### src/rtl/adcseq_pkg.sv
package adcseq_pkg;

  typedef enum logic [2:0] {
    ST_OFF    = 3'd0,
    ST_SUPPLY = 3'd1,
    ST_WARM   = 3'd2,
    ST_READY  = 3'd3,
    ST_CONV   = 3'd4
  } seq_state_t;

  typedef struct packed {
    logic loadCnt;
    logic decCnt;
    logic latchChan;
    logic clearChan;
  } seq_ctl_t;

endpackage

### src/rtl/adcseq_dpath.sv
module adcseq_dpath
  import adcseq_pkg::*;
#(
  parameter int CH_W  = 5,
  parameter int SUT_W = 5,
  parameter int THT_W = 2,
  parameter int CNT_W = 8
) (
  input  logic             clk,
  input  logic             rstN,
  input  seq_ctl_t         ctl,
  input  logic [SUT_W-1:0] sutField,
  input  logic [THT_W-1:0] thtField,
  input  logic [CH_W-1:0]  chanSel,
  input  logic             chanDiff,
  output logic             cntLast,
  output logic [CH_W-1:0]  chanLatched,
  output logic             diffLatched
);

  logic [CNT_W-1:0] warmCnt;
  logic [CNT_W-1:0] warmTotal;
  logic [CNT_W-1:0] sutPart;
  logic [CNT_W-1:0] thtPart;

  // start-up part counts in groups of four ticks, track-and-hold part in single ticks
  always_comb begin
    sutPart   = (CNT_W'(sutField) + CNT_W'(1)) << 2;
    thtPart   = CNT_W'(thtField) + CNT_W'(1);
    warmTotal = sutPart + thtPart;
  end

  always_ff @(posedge clk or negedge rstN) begin
    if (!rstN) begin
      warmCnt <= '0;
    end else if (ctl.loadCnt) begin
      warmCnt <= warmTotal;
    end else if (ctl.decCnt && warmCnt != '0) begin
      warmCnt <= warmCnt - CNT_W'(1);
    end
  end

  assign cntLast = (warmCnt == CNT_W'(1));

  always_ff @(posedge clk or negedge rstN) begin
    if (!rstN) begin
      chanLatched <= '0;
      diffLatched <= 1'b0;
    end else if (ctl.clearChan) begin
      chanLatched <= '0;
      diffLatched <= 1'b0;
    end else if (ctl.latchChan) begin
      chanLatched <= chanSel;
      diffLatched <= chanDiff;
    end
  end

endmodule

### src/rtl/adcseq_ctrl.sv
module adcseq_ctrl
  import adcseq_pkg::*;
(
  input  logic     clk,
  input  logic     rstN,
  input  logic     enable,
  input  logic     startWr,
  input  logic     supplyOk,
  input  logic     convClkEn,
  input  logic     convDone,
  input  logic     cntLast,
  output seq_ctl_t ctl,
  output logic     supplyEn,
  output logic     adcPowerUp,
  output logic     convStart,
  output logic     chanOpen,
  output logic     startBusy
);

  seq_state_t state;
  seq_state_t stateNext;
  logic       pend;
  logic       pendNext;
  logic       startNext;
  logic       warmEnd;

  assign warmEnd = convClkEn && cntLast;

  always_comb begin
    stateNext = state;
    pendNext  = pend;
    startNext = 1'b0;
    if (!enable) begin
      stateNext = ST_OFF;
      pendNext  = 1'b0;
    end else begin
      unique case (state)
        ST_OFF: begin
          stateNext = ST_SUPPLY;
          pendNext  = startWr;
        end
        ST_SUPPLY: begin
          if (startWr) pendNext = 1'b1;
          if (supplyOk) stateNext = ST_WARM;
        end
        ST_WARM: begin
          if (warmEnd) begin
            if (pend || startWr) begin
              stateNext = ST_CONV;
              startNext = 1'b1;
              pendNext  = 1'b0;
            end else begin
              stateNext = ST_READY;
            end
          end else if (startWr) begin
            pendNext = 1'b1;
          end
        end
        ST_READY: begin
          if (startWr) begin
            stateNext = ST_CONV;
            startNext = 1'b1;
          end
        end
        ST_CONV: begin
          if (convDone) stateNext = ST_READY;
        end
        default: stateNext = ST_OFF;
      endcase
    end
  end

  always_ff @(posedge clk or negedge rstN) begin
    if (!rstN) begin
      state     <= ST_OFF;
      pend      <= 1'b0;
      convStart <= 1'b0;
    end else begin
      state     <= stateNext;
      pend      <= pendNext;
      convStart <= startNext;
    end
  end

  always_comb begin
    supplyEn   = (state != ST_OFF);
    adcPowerUp = (state == ST_WARM) || (state == ST_READY) || (state == ST_CONV);
    chanOpen   = ((state == ST_SUPPLY) && !pend) || (state == ST_READY);
    startBusy  = pend || (state == ST_CONV);
  end

  always_comb begin
    ctl.clearChan = !enable;
    ctl.latchChan = enable && (chanOpen || (state == ST_OFF));
    ctl.loadCnt   = enable && (state == ST_SUPPLY) && supplyOk;
    ctl.decCnt    = enable && (state == ST_WARM) && convClkEn;
  end

endmodule

### src/rtl/adc_startup_seq.sv
module adc_startup_seq
  import adcseq_pkg::*;
#(
  parameter int CH_W  = 5,
  parameter int SUT_W = 5,
  parameter int THT_W = 2
) (
  input  logic             clk,
  input  logic             rstN,
  input  logic             enable,
  input  logic             startWr,
  input  logic [CH_W-1:0]  chanSel,
  input  logic             chanDiff,
  input  logic [SUT_W-1:0] sutField,
  input  logic [THT_W-1:0] thtField,
  input  logic             supplyOk,
  input  logic             convClkEn,
  input  logic             convDone,
  output logic             supplyEn,
  output logic             adcPowerUp,
  output logic             ampPowerUp,
  output logic             convStart,
  output logic [CH_W-1:0]  chanLatched,
  output logic             diffLatched,
  output logic             chanOpen,
  output logic             startBusy
);

  localparam int SUT_BITS = SUT_W + 2;
  localparam int CNT_W    = ((SUT_BITS > THT_W) ? SUT_BITS : THT_W) + 1;

  seq_ctl_t ctl;
  logic     cntLast;

  adcseq_ctrl ctrl_i (
    .clk       (clk),
    .rstN      (rstN),
    .enable    (enable),
    .startWr   (startWr),
    .supplyOk  (supplyOk),
    .convClkEn (convClkEn),
    .convDone  (convDone),
    .cntLast   (cntLast),
    .ctl       (ctl),
    .supplyEn  (supplyEn),
    .adcPowerUp(adcPowerUp),
    .convStart (convStart),
    .chanOpen  (chanOpen),
    .startBusy (startBusy)
  );

  adcseq_dpath #(
    .CH_W (CH_W),
    .SUT_W(SUT_W),
    .THT_W(THT_W),
    .CNT_W(CNT_W)
  ) dpath_i (
    .clk        (clk),
    .rstN       (rstN),
    .ctl        (ctl),
    .sutField   (sutField),
    .thtField   (thtField),
    .chanSel    (chanSel),
    .chanDiff   (chanDiff),
    .cntLast    (cntLast),
    .chanLatched(chanLatched),
    .diffLatched(diffLatched)
  );

  assign ampPowerUp = adcPowerUp && diffLatched;

endmodule

### config.mk
export PLATFORM = sky130hd
export DESIGN_NAME = adc_startup_seq
export DESIGN_NICKNAME = d
export VERILOG_FILES = /design/src/rtl/adcseq_pkg.sv /design/src/rtl/adcseq_dpath.sv /design/src/rtl/adcseq_ctrl.sv /design/src/rtl/adc_startup_seq.sv
export SDC_FILE = /design/constraint.sdc
export NUM_CORES = 1
export LEC_CHECK = 0
export ABC_AREA = 1
export BUFFER_PORTS_ARGS = -buffer_cell sky130_fd_sc_hd__buf_4
export CORE_UTILIZATION = 50
export DETAILED_ROUTE_END_ITERATION = 7
export HOLD_SLACK_MARGIN = 0.05
export MAX_ROUTING_LAYER = met4
export PLACE_DENSITY = 0.8
export SKIP_CTS_REPAIR_TIMING = 1
export SYNTH_ARGS = -nofsm -noshare
export SYNTH_HDL_FRONTEND = slang
export SYNTH_HIERARCHICAL = 1
export SYNTH_SLANG_ARGS = --single-unit
### constraint.sdc
create_clock -name clk -period 1.77 [get_ports clk]
set_input_delay 0.4425 -clock clk [delete_from_list [all_inputs] [get_ports clk]]
set_output_delay 0.4425 -clock clk [all_outputs]
set_load 0.005 [all_outputs]
* Yosys cells after proc, flatten, opt, wreduce, memory -nomap -nowiden
Cells that the tools add are included.
** Word-level totals
- Register bits :: 19
- Output and inout bits :: 12
- Bits of input ports :: 20
- Logic and storage cells :: 67
** Operators by class
- Muxes and demuxes :: 23
- Add/sub/neg operators :: 4
- Reduce and logical (&&, ||, !) cells :: 22
- Equal/unequal tests :: 12
** Operators by type and width (count)
- 3-bit 2-to-1 mux :: 6
- 8-bit 2-to-1 mux :: 2
- 3-bit one-hot mux with 5 select lines :: 1
- 1-bit 2-to-1 mux :: 10
- 5-bit 2-to-1 mux :: 2
- 1-bit logical AND :: 9
- 3-bit != test (second input constant) :: 3
- 8-bit adder :: 1
- 8-bit by 1-bit equality test with 1-bit output (second input constant) :: 1
- 8-bit nonzero test :: 1
- 8-bit by 1-bit subtractor with 8-bit output (second input constant) :: 1
- 5-bit by 1-bit adder with 6-bit output (second input constant) :: 1
- 3-bit by 2-bit equality test with 1-bit output (second input constant) :: 2
- 1-bit logical OR :: 6
- 4-bit by 1-bit != test with 1-bit output (second input constant) :: 1
- 4-bit != test (second input constant) :: 1
- 4-bit AND reduction :: 1
- 2-bit by 1-bit adder with 3-bit output (second input constant) :: 1
- 3-bit by 1-bit equality test with 1-bit output (second input constant) :: 1
- 3-bit equality test (second input constant) :: 1
- 3-bit logical NOT :: 1
- 3-bit by 2-bit != test with 1-bit output (second input constant) :: 1
- 1-bit one-hot mux with 3 select lines :: 1
- 3-bit nonzero test :: 1
- 5 further kinds :: 5

* Longest topological paths before layout
Gate-level depths: netlist (run 1).
- Word-level depth :: 7
- Depth in mapped cells :: 11
- Mapped depth without buffers :: 11

* Hierarchy
The synthesis (run 1) kept the hierarchy.
** Modules (own cells, without submodules)
- adcseq_dpath :: cells each 147, instances 1, sequential area each 350.3 um^2, area each 1053.5 um^2
- adcseq_ctrl :: cells each 76, instances 1, sequential area each 125.1 um^2, area each 461.7 um^2
- adc_startup_seq :: cells each 2, instances 1, sequential area each 0.0 um^2, area each 7.5 um^2

* Least setup slack after synthesis (run 1)
No wires, ideal clock.
- Path type :: input-to-reg
- Start :: input enable
- End :: register dpath_i.warmCnt[2]
- Setup time :: 0.119 ns
- Cell stages on the path :: 10
- Path slack :: 0.159 ns
- Data arrival time :: 1.492 ns
- Required time :: 1.651 ns
- Path buffers :: 3
- Cell sequence :: buf_4 inv_1 nor3_1 clkbuf_2 inv_1 buf_2 o21ai_0 o21ai_0 nand2_1 o21ai_2
** RTL lines
- start, declared :: line adc_startup_seq.sv:10 : input logic enable,
- end signal, assigned :: line adcseq_dpath.sv:37 : warmCnt <= warmTotal;
- end signal, assigned :: line adcseq_dpath.sv:39 : warmCnt <= warmCnt - CNT_W'(1);
- end, declared :: line adcseq_dpath.sv:21 : logic [CNT_W-1:0] warmCnt;

* Worst setup path in the final report (run 1)
- Start :: register ctrl_i.state[0]
- End :: output ampPowerUp
** On the way
- Longest elaborated chain between the ends :: 4
- Elaborated cells between the ends (all ways) :: 6
- Those cells by class :: eq/ne: 3; reduce/logical: 3
** Ends and longest elaborated chain
- start, declared :: line adcseq_ctrl.sv:20 : seq_state_t state;
- start signal, assigned :: line adcseq_ctrl.sv:79 : state <= stateNext;
- 3-bit by 2-bit equality test with 1-bit output :: line adcseq_ctrl.sv:87 : adcPowerUp = (state == ST_WARM) || (state == ST_READY) || (state == ST_CONV);
- 1-bit logical OR :: line adcseq_ctrl.sv:87
- 1-bit logical OR (*) :: line adcseq_ctrl.sv:87
- 1-bit logical AND (*) :: line adc_startup_seq.sv:70 : assign ampPowerUp = adcPowerUp && diffLatched;
- end, declared :: line adc_startup_seq.sv:21 : output logic ampPowerUp,
Every way passes the cells marked *; elsewhere a longest branch is shown, timed or not.

==> qor.yml, run 1 <==
hold_end: "dpath_i/diffLatched"
gp_congestion: 0.9986
syn_to_final_growth_pct: 25.39
place_area_um2: 1810
worst_pin_slew_ps: 259.4
critPathRequiredTime_ps: 1330
grt_usage_pct: 23.60
use_met2_pct: 36.64
synth_seq_cells: 19
critPathLaunchType: "flip-flop"
drtPass1Iterations: 6
irDropWorstVdd_uv: 853.4
clock-sinks: 19
io_buffer_count: 31
num_antenna_cells: 0
holdCritStartpoint: "chanDiff"
antenna_found_initial: 0
violations: "DRC"
finalCritPeriodShare_pct: 98.23
leakage_nw: 1.030
dieHeight_um: 57.19
die_w_um: 57.19
cts_tree: "built"
path_clk_slew_ps: 120
r2r-end: "dpath_i/warmCnt[5]"
crit_start: "ctrl_i/state[0]"
rrSetupSlack_ps: 160
fin_worst_skew_ps: 6.875
dp.cells: 290
max_cap_viol_count: 0
syn_inst: 225
end_kind: "output port"
core_um2: 2829
nets: 294
pin_count: 32
avgSynthCellArea_um2: 6.768
routed_wirelength_um: 3516
stdcell_count: 299
syn_nets: 250
ant_nets: 0
slew_headroom_pct: 82.53
cts_buffers: 3
arrival_ps: 1300
vias: 1582
r2r_start: "ctrl_i/state[2]"
pwr_density_cell_nw_per_um2: 1241
busiest_layer: "met2"
syn_area_um2: 1523
h-tree-depth: 1
synth.largest_area_cell: "dfrtp_1"
grt.met3_usage_pct: 4.989
finalHoldViolCount: 0
rsz0062_at_grt: "true"
worst-setup-path-type: "reg -> out"
ys_seq_area_share_pct: 31.22
r2r_cells: 9
hpwl_um: 2672
hold_class: "in -> reg"
cts_root_buffer: "clkbuf_4"
synth_top_area_share_pct: 31.22
setup_viol: 0
fmax_ghz: 0.5751
min_path_cells: 3
slew_viol_final: 0
clk_latency_ps: 310
synth_area_leaders: "dfrtp_1, nand2_1, nand3_1, inv_1, o21ai_0"
drive_above_1_share_pct: 29.10
fin_tns_setup_ps: 0
cts_buffer_depth: 2
start_util_pct: 53.83
grt_pass1_vias: 1381
synth.distinct_cells: 31
placementRows: 19
avgRoutedWirePerCell_um: 11.76
fin_crit_ps: 1739
whs_ps: 364.4
dieArea_um2: 3270
vias_per_cell: 5.291
status: "complete, but fails checks"
overflow: 0
grt_max_degree: 20
post-route-drc-count: 2
drt_iter0_drc: 86
grt_first_pass_wirelength_um: 5892
grt_util_met1_pct: 32.09
final_area_um2: 1909
ys_warn_count: 6
crit_fanout: 4
[worst max-delay path: stages (launching register included)]
cell,delay (ps)
dfrtp_2,470
nor2_4,170
nand2_4,80
nand2_2,70
nand2_1,50
inv_1,50
buf_4,100
[cells in the final DEF (no fill, tap or decap), types with 3 or more instances in the layout]
cell type  netlist  routed
a21oi_1          4       4
buf_4            1      44
clkbuf_4         0       3
dfrtp_1         19      16
dfrtp_2          0       3
ha_1             5       5
inv_1           35      35
inv_2            3       3
nand2_1         54      52
nand2_2          3       3
nand3_1         30      30
nand4_1          4       4
nor2_1          15      15
nor2_2           5       4
nor2_4           3       4
o21ai_0         17      17
o21ai_2          5       5
[report_power, final]
group,switching (W),internal (W)
Clock,0.000153,0.0000862
Sequential,0.000170,0.000581
Combinational,0.000768,0.000612
Total,0.00109,0.00128
[cell families (layout without fill, tap and decap cells)]
family | count (synthesis) | in the layout | synth area share, %
and+or+nand+nor | 121 | 121 | 37.06
buffers and inverters | 44 | 87 | 12.74
xor gates and xnor gates | 2 | 2 | 1.151
DFF | 19 | 19 | 31.22
AOI/OAI and AO/OA | 34 | 34 | 13.72
adders and majority gates | 5 | 5 | 4.108
[cell type report]
| class | count | area, µm² |
|---|---|---|
| clock buffers | 3 | 22.52 |
| clock inverters | 1 | 7.507 |
| fillers | 267 | 919.6 |
| inverters | 38 | 142.6 |
| multi-input cells | 162 | 878.3 |
| flip-flops and latches | 19 | 479.2 |
| well taps | 31 | 38.79 |
| repair buffers | 45 | 340.3 |
[cell usage after synthesis]
| master | instances |
|---|---|
| nand2_1 | 54 |
| inv_1 | 35 |
| nand3_1 | 30 |
| dfrtp_1 | 19 |
| o21ai_0 | 17 |
| nor2_1 | 15 |
| ha_1 | 5 |
| nor2_2 | 5 |
| o21ai_2 | 5 |
| a21oi_1 | 4 |
| nand4_1 | 4 |
| buf_6 | 3 |
| inv_2 | 3 |
| nand2_2 | 3 |
| nor2_4 | 3 |
| nor3_1 | 2 |
| o21ai_1 | 2 |
| or2_2 | 2 |
| xor2_1 | 2 |
| a21oi_2 | 1 |
| a31oi_1 | 1 |
| buf_2 | 1 |
| buf_4 | 1 |
| clkbuf_2 | 1 |
| nand3_2 | 1 |
| nand3b_1 | 1 |
| o211ai_1 | 1 |
| o211ai_2 | 1 |
| o21a_1 | 1 |
| o21bai_1 | 1 |
| or2_1 | 1 |
[per-stage QoR]
stage                     utilization, %  total power (W)  setup WS (ps)
after floorplan                        -         0.001627          159.2
after global placement             64.00         0.002004          128.0
after detailed placement           64.00         0.002027          25.15
after CTS                          65.06         0.002277         -103.6
after global routing               67.49         0.002583         -54.55
final                              67.49         0.002370          31.26
[flip-flops by register name (all words and copies together), names as in the netlist]
| name | flops |
|---|---|
| dpath_i/warmCnt | 8 |
| dpath_i/chanLatched | 5 |
| ctrl_i/state | 3 |
| ctrl_i/convStart | 1 |
| ctrl_i/pend | 1 |
| dpath_i/diffLatched | 1 |
[routing by layer]
metal  up-vias  wire length, µm
li1        808                -
met1       715             1645
met2        55             1615
met3         4              224
met4         0               31
met5         -                0
[how the worst max path moves through the flow]
stage / to / cells after the start
global route: ampPowerUp / 6
global placement: dpath_i/warmCnt[5] / 10
floorplan: dpath_i/warmCnt[2] / 10
detailed placement: dpath_i/warmCnt[5] / 10
finish: ampPowerUp / 6
CTS: ampPowerUp / 6
Power figures use the tool's default switching activity.
==> run 2, diff against run 1 <==
Settings changed: CELL_PAD_IN_SITES_DETAIL_PLACEMENT set to 1, CELL_PAD_IN_SITES_GLOBAL_PLACEMENT set to 1, CORE_UTILIZATION 50 to 38, CTS_CLUSTER_SIZE set to 30, PLACE_DENSITY 0.8 to 0.85.
==> run 2 against run 1 <==
Against the previous run:
- the run now ends clean
- sequential share of layout area is 0.36 points lower
- final area grew 1.4%
- setup slack improved by 19 ps
- utilization shrank 16 points
- via count decreased by 2.1%
- global-route usage is 1.6 points lower
- clock skew shrank 5.7 ps
==> qor.yml, run 2 (same netlist as run 1, synthesis figures left out) <==
grt_usage_pct: 21.97
core_um2: 3744
rsz0062_at_grt: "true"
largest-register: "dpath_i/warmCnt"
pin_count: 32
drt_iter0_drc: 44
worst-setup-path-type: "reg -> out"
slew_viol_final: 0
fin_crit_ps: 1720
hold_class: "in -> async"
post-route-drc-count: 0
h-tree-depth: 1
layout_commonest_cell: "nand2_1"
pwr_density_cell_nw_per_um2: 1268
grt_max_degree: 20
die_w_um: 65.30
max_cap_viol_count: 0
hpwl_um: 3288
worst_pin_slew_ps: 305.9
ant_nets: 0
slew_headroom_pct: 79.39
nets: 290
largest_reg_flops: 8
layout_common_cells: "nand2_1, buf_4, inv_1"
clock-sinks: 19
dieArea_um2: 4264
overflow: 0
stdcell_count: 312
arrival_ps: 1280
clk_latency_ps: 260
placementRows: 22
finalHoldViolCount: 0
end_kind: "output port"
leakage_nw: 1.022
vias: 1548
irDropWorstVdd_uv: 607.5
start_util_pct: 40.68
avgRoutedWirePerCell_um: 13.29
drive_above_1_share_pct: 29.92
syn_to_final_growth_pct: 27.20
path_clk_slew_ps: 80
cts_root_buffer: "clkbuf_8"
io_buffer_count: 31
cts_buffers: 3
gp_congestion: 0.8734
largestRegisters: "dpath_i/warmCnt: 8 flops, dpath_i/chanLatched: 5 flops, ctrl_i/state: 3 flops"
critPathRequiredTime_ps: 1330
setup_viol: 0
routed_wirelength_um: 4145
critPathLaunchType: "flip-flop"
grt_first_pass_wirelength_um: 7058
finalCritPeriodShare_pct: 97.16
dp.cells: 306
power_w: 0.002457
cts_buffer_depth: 2
vias_per_cell: 4.962
fmax_ghz: 0.5815
cts_tree: "built"
drtPass1Iterations: 4
fin_worst_skew_ps: 1.142
num_antenna_cells: 0
status: "complete, no violations"
dieHeight_um: 65.30
grt_pass1_vias: 1539
crit_fanout: 8
antenna_found_initial: 0
==> run 2: cell types whose count changed in the layout (fill, tap and decap cells not counted), sizes merged <==
cell	previous run	this run
buf	44	41
clkinv	0	1
clkinvlp	1	0
dlygate4sd3	1	0
==> run 2: final cells by class <==
cell class,instances,area (µm²)
Inverter,38,142.6
Clock buffer,3,41.29
Sequential cell,19,479.2
Tap cell,48,60.06
Timing Repair Buffer,41,311.5
Clock inverter,1,5.005
Fill cell,516,1807
Multi-Input combinational cell,162,897.1
==> run 2: metrics by stage <==
step | hold slack [ps] | setup WS [ps] | TNS (ps) | utilization (%) | area (µm²)
2_1_floorplan | 146.9 | 159.2 | 0 | - | 1523
3_3_place_gp | 334.3 | 62.13 | 0 | 48.73 | 1824
3_5_place_dp | 337.4 | 23.75 | 0 | 48.73 | 1824
4_1_cts | 46.33 | -100.6 | -113.0 | 49.97 | 1871
5_1_grt | 56.27 | -3.150 | -6.172 | 51.74 | 1937
6_report | 44.94 | 50.32 | 0 | 51.74 | 1937
==> run 2: final timing paths <==
path / to / slack [ps] / start / cells past startpoint
hold / removal: dpath_i/warmCnt[0] / 40 / rstN / 1
setup reg to reg: dpath_i/warmCnt[2] / 130 / ctrl_i/state[0] / 9
min in group clk: dpath_i/chanLatched[1] / 420 / chanSel[1] / 3
hold reg to reg: dpath_i/chanLatched[2] / 540 / dpath_i/chanLatched[2] / 2
setup / recovery: startBusy / 50 / ctrl_i/state[0] / 5
max in group asynchronous: ctrl_i/state[1] / 1490 / rstN / 1
==> run 2: critical path, stage by stage (launching register included) <==
cell     delay, ps
dfrtp_2        480
nor2_4         160
nand2_2         80
buf_4          140
nand2_1         50
buf_4          100
==> run 2: power breakdown <==
part / internal [W] / switching (W)
Sequential: 0.000582 / 0.000192
Clock: 0.000157 / 0.000161
Combinational: 0.000583 / 0.000782
Total: 0.00132 / 0.00113
==> run 2: layer usage <==
layer / part of all wire, % / track usage, % / vias up / routed length, µm
li1: - / - / 796 / -
met5: 0 / - / - / 0
met2: 49 / 35.95 / 19 / 2042
met1: 48 / 28.74 / 727 / 1980
met3: 1.4 / 2.604 / 6 / 60
met4: 1.5 / 5.707 / 0 / 62
==> run 3, diff against run 2 <==
Settings changed: SYNTH_HIERARCHICAL 1 to not set.
==> run 3 against run 2 <==
Against the previous run:
- clock skew grew 5.0 ps
- die area shrank 4.1%
- sequential cell count is the same
- setup slack gained 18 ps
- global-route usage shrank 1.5 points
- synthesized cell count shrank 8.4%
- utilization shrank 1.6 points
- largest cell class unchanged
- largest power group unchanged
- highest routed layer unchanged
==> qor.yml, run 3 <==
synth_seq_cells: 19
yosys.cell_count.top_type: "nand2_1"
layout_common_cells: "nand2_1, buf_4, nand3_1"
slowest_delay_ps: 390
p_clk_share_pct: 12.7
synth-main-ff-cell: "dfrtp_1"
cts_buffer_depth: 2
combPwrFrac_pct: 57.3
cts_tree: "built"
syn_nets: 232
finalCritPeriodShare_pct: 96.16
multiInputGateArea_um2: 854.6
syn_to_final_growth_pct: 26.01
ys_warn_count: 0
power_frac_seq_pct: 30.0
grt_pass1_vias: 1485
pin_count: 32
power.share.switching_pct: 44.56
worst-setup-path-type: "reg -> out"
cts_buffers: 3
routed_wirelength_um: 3628
critPathLaunchType: "flip-flop"
largest_reg_flops: 8
fin_crit_ps: 1702
synthSimpleGateAreaFrac_pct: 40.43
max_cap_viol_count: 0
drtPass1Iterations: 4
preCtsSetupSlack_ps: 101.0
clock-sinks: 19
synth_top_area_share_pct: 32.62
async_reset_ff_share_pct: 100.0
syn_area_um2: 1458
leakage_nw: 0.9688
stdcell_count: 294
irDropWorstVdd_uv: 443.1
drt_iter0_drc: 53
synth-edff-count: 0
worst_pin_slew_ps: 306.4
gp_congestion: 0.8188
antenna_found_initial: 0
vias_per_cell: 5.017
synth_compound_area_share_pct: 12.19
hold_class: "in -> async"
drive_above_1_share_pct: 27.64
end_kind: "output port"
slew_viol_final: 0
crit_slowest_cell: "dfrtp_1"
synth.distinct_cells: 25
placementRows: 22
finalHoldViolCount: 0
synth.area.mux_share_pct: 0
io_buffer_count: 31
grt_first_pass_wirelength_um: 6299
start_util_pct: 39.82
nFillCells: 509
die_w_um: 63.94
status: "complete, no violations"
post-route-drc-count: 0
crit_fanout: 4
core_um2: 3661
crit_chain: "inv_1 -> nand3_2 -> inv_4 -> a21oi_4 -> inv_1 -> buf_4"
synth_top_family_by_area: "simple AND/OR/NAND/NOR gates"
fmax_ghz: 0.5875
h-tree-depth: 1
pwr_density_cell_nw_per_um2: 1351
regArea_um2: 476.7
slew_headroom_pct: 79.57
largestRegisters: "dpath_i.warmCnt: 8 flops, dpath_i.chanLatched: 5 flops, ctrl_i.state: 3 flops"
overflow: 0
place_area_um2: 1754
fin_ws_ps: 67.91
critPathRequiredTime_ps: 1330
rsz0062_at_grt: "false"
syn_inst: 206
clk_latency_ps: 270
arrival_ps: 1260
synthAdderAreaFrac_pct: 5.150
layout_commonest_cell: "nand2_1"
crit_top_cell: "inv_1"
synthXorXnorAreaFrac_pct: 0
grt_max_degree: 20
path_clk_slew_ps: 80
grt_usage_pct: 20.45
cts_root_buffer: "clkbuf_8"
nets: 273
synth_area_leaders: "dfrtp_1, nand2_1, nand3_1, nor2_1, inv_1"
synth.largest_area_cell: "dfrtp_1"
p_int_w: 0.001376
p_switching_w: 0.001106
dieArea_um2: 4088
dieHeight_um: 63.94
largest-register: "dpath_i.warmCnt"
fin_worst_skew_ps: 6.149
vias: 1475
final_area_um2: 1837
avgSynthCellArea_um2: 7.076
ant_nets: 0
dp.cells: 287
hpwl_um: 2922
setup_viol: 0
ys_seq_area_share_pct: 32.62
num_antenna_cells: 0
avgRoutedWirePerCell_um: 12.34
synth_common_cells: "nand2_1, nand3_1, nor2_1"
power_w: 0.002482
## run 3: cell count changes after synthesis, moves of 3 or more
cell     previous run  this run
inv_1              35        23
nor2_1             15        24
nand3_1            30        34
nor2_2              5         2
o21ai_0            17         7
nand2_1            54        51
## run 3: cell families after synthesis
kind of cell / count (synthesis)
buffers and inverters: 30
adders and majority gates: 6
and+or+nand+nor: 125
DFF: 19
AOI/OAI and AO/OA: 26
## run 3: power by group through the flow
stage,clock [W],combinational (W),sequential (W)
2_1_floorplan,0,0.000912,0.000724
3_5_place_dp,0,0.00136,0.000752
5_1_grt,0.000339,0.00161,0.000767
4_1_cts,0.000326,0.00137,0.000743
6_report,0.000315,0.00142,0.000746
3_3_place_gp,0,0.00134,0.000744
## run 3: final timing paths
| kind | startpoint | endpoint | slack [ps] | cells after the start |
|---|---|---|---|---|
| setup / recovery | ctrl_i.state[2] | chanOpen | 70 | 6 |
| hold / removal | rstN | dpath_i.warmCnt[7] | 40 | 1 |
| setup reg to reg | dpath_i.warmCnt[0] | dpath_i.warmCnt[1] | 160 | 7 |
| hold reg to reg | dpath_i.chanLatched[2] | dpath_i.chanLatched[2] | 510 | 2 |
| max in group asynchronous | rstN | ctrl_i.state[1] | 1500 | 1 |
| min in group clk | chanSel[0] | dpath_i.chanLatched[0] | 400 | 3 |
## run 3: cell type report
cell class	instances	area share, %
multi-input cells	157	46.53
flip-flops and latches	19	25.95
repair buffers	39	15.94
inverters	27	5.790
well taps	48	3.270
clock buffers	3	2.248
clock inverters	1	0.2725
## run 3: stage by stage
| step | util [%] | hold WS, ps | TNS, ps |
|---|---|---|---|
| global route | 50.17 | 56.51 | 0 |
| global placement | 47.92 | 338.0 | 0 |
| CTS | 49.18 | 48.98 | -58.91 |
| finish | 50.17 | 43.47 | 0 |
| detailed placement | 47.92 | 338.4 | 0 |
| floorplan | - | 146.9 | 0 |
## run 3: critical path: cells and delay by family, from the launching register on
family / cells / cell delay, ps
compound gates: 1 / 70
buf+inv: 4 / 400
simple gates: 1 / 130
flops: 1 / 390
## run 3: metal layers
metal / track usage [%] / up-vias / part of all wire [%]
met1: 22.48 / 683 / 44
met3: 2.500 / 7 / 2.9
met4: 8.239 / 0 / 1.9
met2: 37.10 / 24 / 52
li1: - / 761 / -
met5: - / - / 0
